==> config.mk <==
export PLATFORM = sky130hd
export DESIGN_NAME = irq_redirect_servicer
export DESIGN_NICKNAME = d
export VERILOG_FILES = /design/src/rtl/irs_pkg.sv /design/src/rtl/irs_capture.sv /design/src/rtl/irs_pending.sv /design/src/rtl/irs_scanner.sv /design/src/rtl/irq_redirect_servicer.sv
export SDC_FILE = /design/constraint.sdc
export NUM_CORES = 1
export LEC_CHECK = 0
export BUFFER_PORTS_ARGS = -buffer_cell sky130_fd_sc_hd__buf_2
export CELL_PAD_IN_SITES_DETAIL_PLACEMENT = 0
export CELL_PAD_IN_SITES_GLOBAL_PLACEMENT = 2
export CORE_AREA = 2 2 658 660
export CTS_CLUSTER_SIZE = 30
export DETAILED_ROUTE_END_ITERATION = 6
export DIE_AREA = 0 0 660 662
export PLACE_DENSITY_LB_ADDON = 0.1
export SYNTH_ARGS = -nofsm -noshare
export SYNTH_HDL_FRONTEND = slang
export SYNTH_SLANG_ARGS = --single-unit
export TNS_END_PERCENT = 5
==> constraint.sdc <==
create_clock -name clk_i -period 3.6 [get_ports clk_i]
set_input_delay 0.36 -clock clk_i [delete_from_list [all_inputs] [get_ports clk_i]]
set_output_delay 0.36 -clock clk_i [all_outputs]
set_load 0.005 [all_outputs]
==> src/rtl/irs_pkg.sv <==
package irs_pkg;
  localparam int ENTRY_W   = 64;
  localparam int VEC_LO    = 0;
  localparam int DLV_LO    = 8;
  localparam int DMODE_BIT = 11;
  localparam int TRIG_BIT  = 15;
  localparam int MASK_BIT  = 16;
  localparam int DEST_LO   = 48;
  localparam int MSG_W     = 32;

  typedef enum logic {
    SCAN_IDLE,
    SCAN_WALK
  } scan_state_t;

  typedef struct packed {
    logic [MSG_W-1:0] addr;
    logic [MSG_W-1:0] data;
  } irs_msg_t;
endpackage

==> src/rtl/irs_capture.sv <==
module irs_capture #(
  parameter int NUM_PINS = 24,
  parameter int SRC_LINE = 0,
  parameter int DST_PIN  = 2
) (
  input  logic                clk_i,
  input  logic                rst_i,
  input  logic [NUM_PINS-1:0] irq_i,
  output logic [NUM_PINS-1:0] lvl_o,
  output logic [NUM_PINS-1:0] rise_o
);
  logic [NUM_PINS-1:0] sync_q;
  logic [NUM_PINS-1:0] mapped;
  logic [NUM_PINS-1:0] prev_q;

  always_ff @(posedge clk_i) begin
    if (rst_i) begin
      sync_q <= '0;
      prev_q <= '0;
    end else begin
      sync_q <= irq_i;
      prev_q <= mapped;
    end
  end

  for (genvar p = 0; p < NUM_PINS; p++) begin : g_map
    if (p == DST_PIN) begin : g_dst
      assign mapped[p] = sync_q[p] | sync_q[SRC_LINE];
    end else if (p == SRC_LINE) begin : g_src
      assign mapped[p] = 1'b0;
    end else begin : g_direct
      assign mapped[p] = sync_q[p];
    end
  end

  assign lvl_o  = mapped;
  assign rise_o = mapped & ~prev_q;
endmodule

==> src/rtl/irs_pending.sv <==
module irs_pending #(
  parameter int NUM_PINS = 24,
  localparam int IDX_W   = $clog2(NUM_PINS)
) (
  input  logic                clk_i,
  input  logic                rst_i,
  input  logic [NUM_PINS-1:0] lvl_i,
  input  logic [NUM_PINS-1:0] rise_i,
  input  logic [NUM_PINS-1:0] lvl_mode_i,
  input  logic [NUM_PINS-1:0] mask_i,
  input  logic [NUM_PINS-1:0] lock_clr_i,
  input  logic                take_valid_i,
  input  logic [IDX_W-1:0]    take_idx_i,
  output logic [NUM_PINS-1:0] pend_o,
  output logic [NUM_PINS-1:0] lock_o,
  output logic                pass_req_o
);
  logic [NUM_PINS-1:0] req;

  for (genvar p = 0; p < NUM_PINS; p++) begin : g_pin
    logic pend_r;
    logic lock_r;
    logic take_here;

    assign take_here = take_valid_i && (take_idx_i == IDX_W'(p));

    always_ff @(posedge clk_i) begin
      if (rst_i) begin
        pend_r <= 1'b0;
        lock_r <= 1'b0;
      end else begin
        if (lvl_mode_i[p]) begin
          pend_r <= lvl_i[p];
        end else if (rise_i[p] && !mask_i[p]) begin
          pend_r <= 1'b1;
        end else if (take_here) begin
          pend_r <= 1'b0;
        end

        if (!lvl_mode_i[p]) begin
          lock_r <= 1'b0;
        end else if (take_here) begin
          lock_r <= 1'b1;
        end else if (lock_clr_i[p]) begin
          lock_r <= 1'b0;
        end
      end
    end

    always_comb begin
      if (lvl_mode_i[p]) begin
        req[p] = (rise_i[p] && !lock_r) ||
                 (lock_clr_i[p] && lock_r && lvl_i[p] && !mask_i[p]);
      end else begin
        req[p] = rise_i[p] && !mask_i[p];
      end
    end

    assign pend_o[p] = pend_r;
    assign lock_o[p] = lock_r;
  end

  assign pass_req_o = |req;
endmodule

==> src/rtl/irs_scanner.sv <==
module irs_scanner
  import irs_pkg::*;
#(
  parameter int          NUM_PINS = 24,
  parameter logic [31:0] MSG_BASE = 32'hFEE0_0000,
  localparam int IDX_W  = $clog2(NUM_PINS),
  localparam int TBL_W  = NUM_PINS * ENTRY_W
) (
  input  logic                clk_i,
  input  logic                rst_i,
  input  logic [TBL_W-1:0]    tbl_i,
  input  logic [NUM_PINS-1:0] pend_i,
  input  logic [NUM_PINS-1:0] lock_i,
  input  logic                pass_req_i,
  input  logic                msg_ready_i,
  output logic                take_valid_o,
  output logic [IDX_W-1:0]    take_idx_o,
  output logic                msg_valid_o,
  output logic [MSG_W-1:0]    msg_addr_o,
  output logic [MSG_W-1:0]    msg_data_o
);
  scan_state_t       st_q;
  logic [IDX_W-1:0]  idx_q;
  logic              req_q;
  logic              mv_q;
  irs_msg_t          msg_q;
  irs_msg_t          msg_nx;

  logic [ENTRY_W-1:0] cur_ent;
  logic               unused_ent;
  logic               cand;
  logic               coalesce;
  logic               deliver;
  logic               out_free;
  logic               stall;
  logic               take;
  logic               last;

  assign cur_ent    = tbl_i[idx_q*ENTRY_W +: ENTRY_W];
  assign unused_ent = ^{cur_ent[DEST_LO-1:MASK_BIT+1], cur_ent[TRIG_BIT-1:DMODE_BIT+1]};

  always_comb begin
    cand     = (st_q == SCAN_WALK) && pend_i[idx_q] && !cur_ent[MASK_BIT];
    coalesce = cur_ent[TRIG_BIT] && lock_i[idx_q];
    deliver  = cand && !coalesce;
    out_free = !mv_q || msg_ready_i;
    stall    = deliver && !out_free;
    take     = deliver && out_free;
    last     = (idx_q == IDX_W'(NUM_PINS - 1));

    msg_nx.addr = MSG_BASE
                | {12'h000, cur_ent[DEST_LO +: 16], 4'h0}
                | {29'h0, cur_ent[DMODE_BIT], 2'b00};
    msg_nx.data = {16'h0000, cur_ent[TRIG_BIT], 4'h0,
                   cur_ent[DLV_LO +: 3], cur_ent[VEC_LO +: 8]};
  end

  always_ff @(posedge clk_i) begin
    if (rst_i) begin
      st_q  <= SCAN_IDLE;
      idx_q <= '0;
      req_q <= 1'b0;
      mv_q  <= 1'b0;
      msg_q <= '0;
    end else begin
      req_q <= pass_req_i | (req_q & (st_q != SCAN_IDLE));

      case (st_q)
        SCAN_IDLE: begin
          if (req_q) begin
            st_q  <= SCAN_WALK;
            idx_q <= '0;
          end
        end
        SCAN_WALK: begin
          if (!stall) begin
            if (last) begin
              st_q <= SCAN_IDLE;
            end else begin
              idx_q <= idx_q + 1'b1;
            end
          end
        end
        default: st_q <= SCAN_IDLE;
      endcase

      if (take) begin
        mv_q  <= 1'b1;
        msg_q <= msg_nx;
      end else if (msg_ready_i) begin
        mv_q <= 1'b0;
      end
    end
  end

  assign take_valid_o = take;
  assign take_idx_o   = idx_q;
  assign msg_valid_o  = mv_q;
  assign msg_addr_o   = msg_q.addr;
  assign msg_data_o   = msg_q.data;
endmodule

==> src/rtl/irq_redirect_servicer.sv <==
module irq_redirect_servicer
  import irs_pkg::*;
#(
  parameter int          NUM_PINS = 24,
  parameter int          SRC_LINE = 0,
  parameter int          DST_PIN  = 2,
  parameter logic [31:0] MSG_BASE = 32'hFEE0_0000,
  localparam int IDX_W = $clog2(NUM_PINS),
  localparam int TBL_W = NUM_PINS * ENTRY_W
) (
  input  logic                clk_i,
  input  logic                rst_i,
  input  logic [NUM_PINS-1:0] irq_i,
  input  logic [TBL_W-1:0]    entry_tbl_i,
  input  logic [NUM_PINS-1:0] lock_clr_i,
  output logic                msg_valid_o,
  input  logic                msg_ready_i,
  output logic [31:0]         msg_addr_o,
  output logic [31:0]         msg_data_o,
  output logic [NUM_PINS-1:0] pending_o,
  output logic [NUM_PINS-1:0] busy_lock_o
);
  logic [NUM_PINS-1:0] lvl;
  logic [NUM_PINS-1:0] rise;
  logic [NUM_PINS-1:0] lvl_mode;
  logic [NUM_PINS-1:0] pin_mask;
  logic [NUM_PINS-1:0] pend;
  logic [NUM_PINS-1:0] lock;
  logic                pass_req;
  logic                take_valid;
  logic [IDX_W-1:0]    take_idx;

  for (genvar p = 0; p < NUM_PINS; p++) begin : g_fields
    assign lvl_mode[p] = entry_tbl_i[p*ENTRY_W + TRIG_BIT];
    assign pin_mask[p] = entry_tbl_i[p*ENTRY_W + MASK_BIT];
  end

  irs_capture #(
    .NUM_PINS (NUM_PINS),
    .SRC_LINE (SRC_LINE),
    .DST_PIN  (DST_PIN)
  ) capture_i (
    .clk_i  (clk_i),
    .rst_i  (rst_i),
    .irq_i  (irq_i),
    .lvl_o  (lvl),
    .rise_o (rise)
  );

  irs_pending #(
    .NUM_PINS (NUM_PINS)
  ) pending_i (
    .clk_i        (clk_i),
    .rst_i        (rst_i),
    .lvl_i        (lvl),
    .rise_i       (rise),
    .lvl_mode_i   (lvl_mode),
    .mask_i       (pin_mask),
    .lock_clr_i   (lock_clr_i),
    .take_valid_i (take_valid),
    .take_idx_i   (take_idx),
    .pend_o       (pend),
    .lock_o       (lock),
    .pass_req_o   (pass_req)
  );

  irs_scanner #(
    .NUM_PINS (NUM_PINS),
    .MSG_BASE (MSG_BASE)
  ) scanner_i (
    .clk_i        (clk_i),
    .rst_i        (rst_i),
    .tbl_i        (entry_tbl_i),
    .pend_i       (pend),
    .lock_i       (lock),
    .pass_req_i   (pass_req),
    .msg_ready_i  (msg_ready_i),
    .take_valid_o (take_valid),
    .take_idx_o   (take_idx),
    .msg_valid_o  (msg_valid_o),
    .msg_addr_o   (msg_addr_o),
    .msg_data_o   (msg_data_o)
  );

  assign pending_o   = pend;
  assign busy_lock_o = lock;
endmodule

==> results.ini <==
[outcome]
status=complete, no violations

[sta]
clock.fmax_mhz=289
fin_skew_ps=45.8
rsz0062_at_grt=no
fin_ws_ps=141
relSlewSlack=0.335
finalHoldViolations=0
min_period_ps=3460
slew_violations=0
fin_setup_tns_ps=0
finalSetupViolCount=0
post-route-period-util=0.961
worstMarginPinSlew_ps=997

[pwr]
ir_drop_mv=0.237
power_frac_comb=0.309
clock_power_share=0.416
swShare=0.346
power_mw=5.67
p_seq_frac=0.274
p_int_mw=3.71
p_leak_nw=7.97
power_density_nw_per_um2=230
power.switching_mw=1.96

[clock_network]
cts_buffers=25
cts_tree=built
clk-insertion-delay-late_ps=570
h-tree-depth=4
cts.clk_slew.worst_paths_ps=80
clk_path_buf_depth=3
root_buffer=clkbuf_16
cts_sinks=132

[drt]
ant_nets=0
dr.first_iter.drc_count=492
via_per_inst=1.84
wl_per_cell_um=19.9
vias=14300
drt_wl_total_um=155000
dr.pass1.iters=5
drc=0

[final_layout]
area_growth_pct=103
final_cells=7781
drive_gt1_frac=0.615
fin_area_um2=24700
fin_nets=3607

[grt]
grt_pass1_wl_um=189000
grt_overflow=0
met1_usage=0.0774
grt_max_degree=102
antenna_found_initial=213
top_usage_layer=met2
grtUsageMet2=0.124
grt_pass1_vias=15500
grt_use_total=0.0684
met3_usage=0.0274

[critical_path]
startpoint_type=flop
path_cells=buf_4 -> mux4_2 -> a22oi_1 -> buf_4 -> and3_1 -> o211a_1 -> o21ai_2 -> buf_4 -> nor3_1 -> o211a_1
worstSetupPathType=reg -> reg
crit_slowest_cell=mux4_2
critPathTopFamily=compound AO/OA/AOI/OAI gates
cp_max_fo=7
critPathRequiredTime_ps=4100
r2r_slack_ps=140
crit_cells=10
max_stage_delay_ps=560
endpoint_kind=flop
r2r.worst_path.cells=10
cp.arrival_ps=3960
critPathBufInv=3
crit_path_frequent_cell=buf_4

[yosys]
syn_inst=1148
syn_avg_cell_area_um2=10.6
synth_ff_type=dfxtp_1
yosys_warnings=0
synth-edff-count=0
yosysUniqueCellTypes=61
async_flop_share=0
synthTopCellsByArea=mux4_2 (39%), dfxtp_1 (22%), buf_4 (5.4%), a21oi_1 (3.2%), nor2b_1 (3.1%)
ys_ff_latch=132
synth_top_area_cell=mux4_2
ys_seq_area_frac=0.218
synth_top_area_share=0.388
syn_area_um2=12100

[placed_design]
place_area_um2=23700
place.gp.congestion=0.675
post-place-ws_ps=-387
dpl.hpwl_um=137000
numPortBuffers=857
place_inst=7690

[die]
die_y_um=662
rows=241
die_w_um=660
dieArea_um2=437000
start_util=0.0283
io_pins=1700
core_area_um2=430000

[flow_run]
cap_viol_max_count=0

[worst_hold_path]
holdPathStages=2
hold_path_class=in -> reg

## stage by stage
stage	hold WS, ps	util
3_3_place_gp	450	0.0553
5_1_grt	12.9	0.0572
3_5_place_dp	453	0.0553
4_1_cts	1.06	0.0571
6_report	63.1	0.0574
2_1_floorplan	431	-
## cell families after synthesis
family	count (synthesis)	share of synthesized area
AOI/OAI and AO/OA	232	0.123
adders and majority gates	5	0.00515
buffers and inverters	202	0.0953
DFF	132	0.218
muxes	242	0.418
other	1	0.000309
and+or+nand+nor	334	0.141
## worst register-to-register path, stage by stage (launching register included)
cell and delay, ps:
dfxtp_4 450, buf_4 250, mux4_2 570, a22oi_1 400, buf_4 180, and3_1 170
o211a_1 200, o21ai_2 160, buf_4 230, nor3_1 560, o211a_1 250
## final timing paths
kind | endpoint | startpoint
max | pending_i.g_pin[8].lock_r$_SDFFE_PP0P_ | scanner_i.take_idx_o[0]$_SDFFE_PP0P_
min | capture_i.sync_q[2]$_SDFF_PP0_ | irq_i[2]
min reg2reg | scanner_i.msg_data_o[3]$_SDFFE_PP0P_ | scanner_i.msg_data_o[3]$_SDFFE_PP0P_
max reg2reg | pending_i.g_pin[8].lock_r$_SDFFE_PP0P_ | scanner_i.take_idx_o[0]$_SDFFE_PP0P_
## metal layers
metal  wire (um)  share of wire
met5         874         0.0056
met2       78300           0.51
met3       13500          0.087
met1       60200           0.39
met4        1840          0.012
## what timing repair did
item	CTS	global route
hold buffers	6	0
resized for setup	5	0
setup buffers	2	0
endpoints found under the hold margin	6	0
setup endpoints to repair	9	0
## registers in the layout, summed over array words and instances, names as in the netlist
register,flops
capture_i.prev_q,23
capture_i.sync_q,24
pending_i.g_pin.lock_r,24
pending_i.g_pin.pend_r,23
scanner_i.msg_addr_o,18
scanner_i.msg_data_o,12
scanner_i.msg_valid_o,1
scanner_i.req_q,1
scanner_i.st_q,1
scanner_i.take_idx_o,5
## synthesized netlist by cell type, types with 4 or more instances
| cell type | n |
|---|---|
| buf_4 | 88 |
| nor2_1 | 101 |
| buf_1 | 10 |
| mux4_2 | 209 |
| mux2i_1 | 27 |
| a22oi_1 | 5 |
| ha_1 | 5 |
| nand2b_1 | 9 |
| o211ai_1 | 6 |
| nand3_1 | 25 |
| buf_2 | 35 |
| a21oi_1 | 78 |
| o22ai_1 | 9 |
| a211oi_1 | 29 |
| clkbuf_1 | 38 |
| o211a_1 | 4 |
| nand4_1 | 12 |
| o32ai_1 | 10 |
| nor2b_1 | 61 |
| and3_1 | 12 |
| nand3b_1 | 22 |
| o311ai_0 | 9 |
| o21ai_0 | 55 |
| inv_1 | 27 |
| nand2_1 | 61 |
| nor3_1 | 9 |
| a22o_1 | 5 |
| dfxtp_1 | 132 |
| mux2_2 | 4 |
## power by group through the flow
stage	logic, mW	clock network, mW	registers, mW
4_1_cts	1.89	2.57	1.56
6_report	1.75	2.36	1.55
3_5_place_dp	1.87	0	1.60
5_1_grt	1.94	2.59	1.56
3_3_place_gp	1.87	0	1.60
2_1_floorplan	0.731	0	1.56
## placed cells by master (no fill, tap or decap), drive strengths merged, types with 27 or more instances in the layout
cell type	synthesis	routed
buf	136	983
mux4	211	211
dfxtp	132	132
nor2	102	102
a21oi	78	78
nor2b	61	61
nand2	61	61
o21ai	56	56
diode	0	50
clkbuf	38	32
a211oi	29	29
inv	28	27
mux2i	27	27
## cell type report
type,count,area (um^2)
antenna,50,125
inverter,28,109
tap,5710,7140
fill,50800,405000
timing repair buffer,989,5470
clock inverter,1,30.0
clock buffer,32,662
sequential,132,2660
multi-input combinational,839,8460
(Power assumes the default switching activity.)
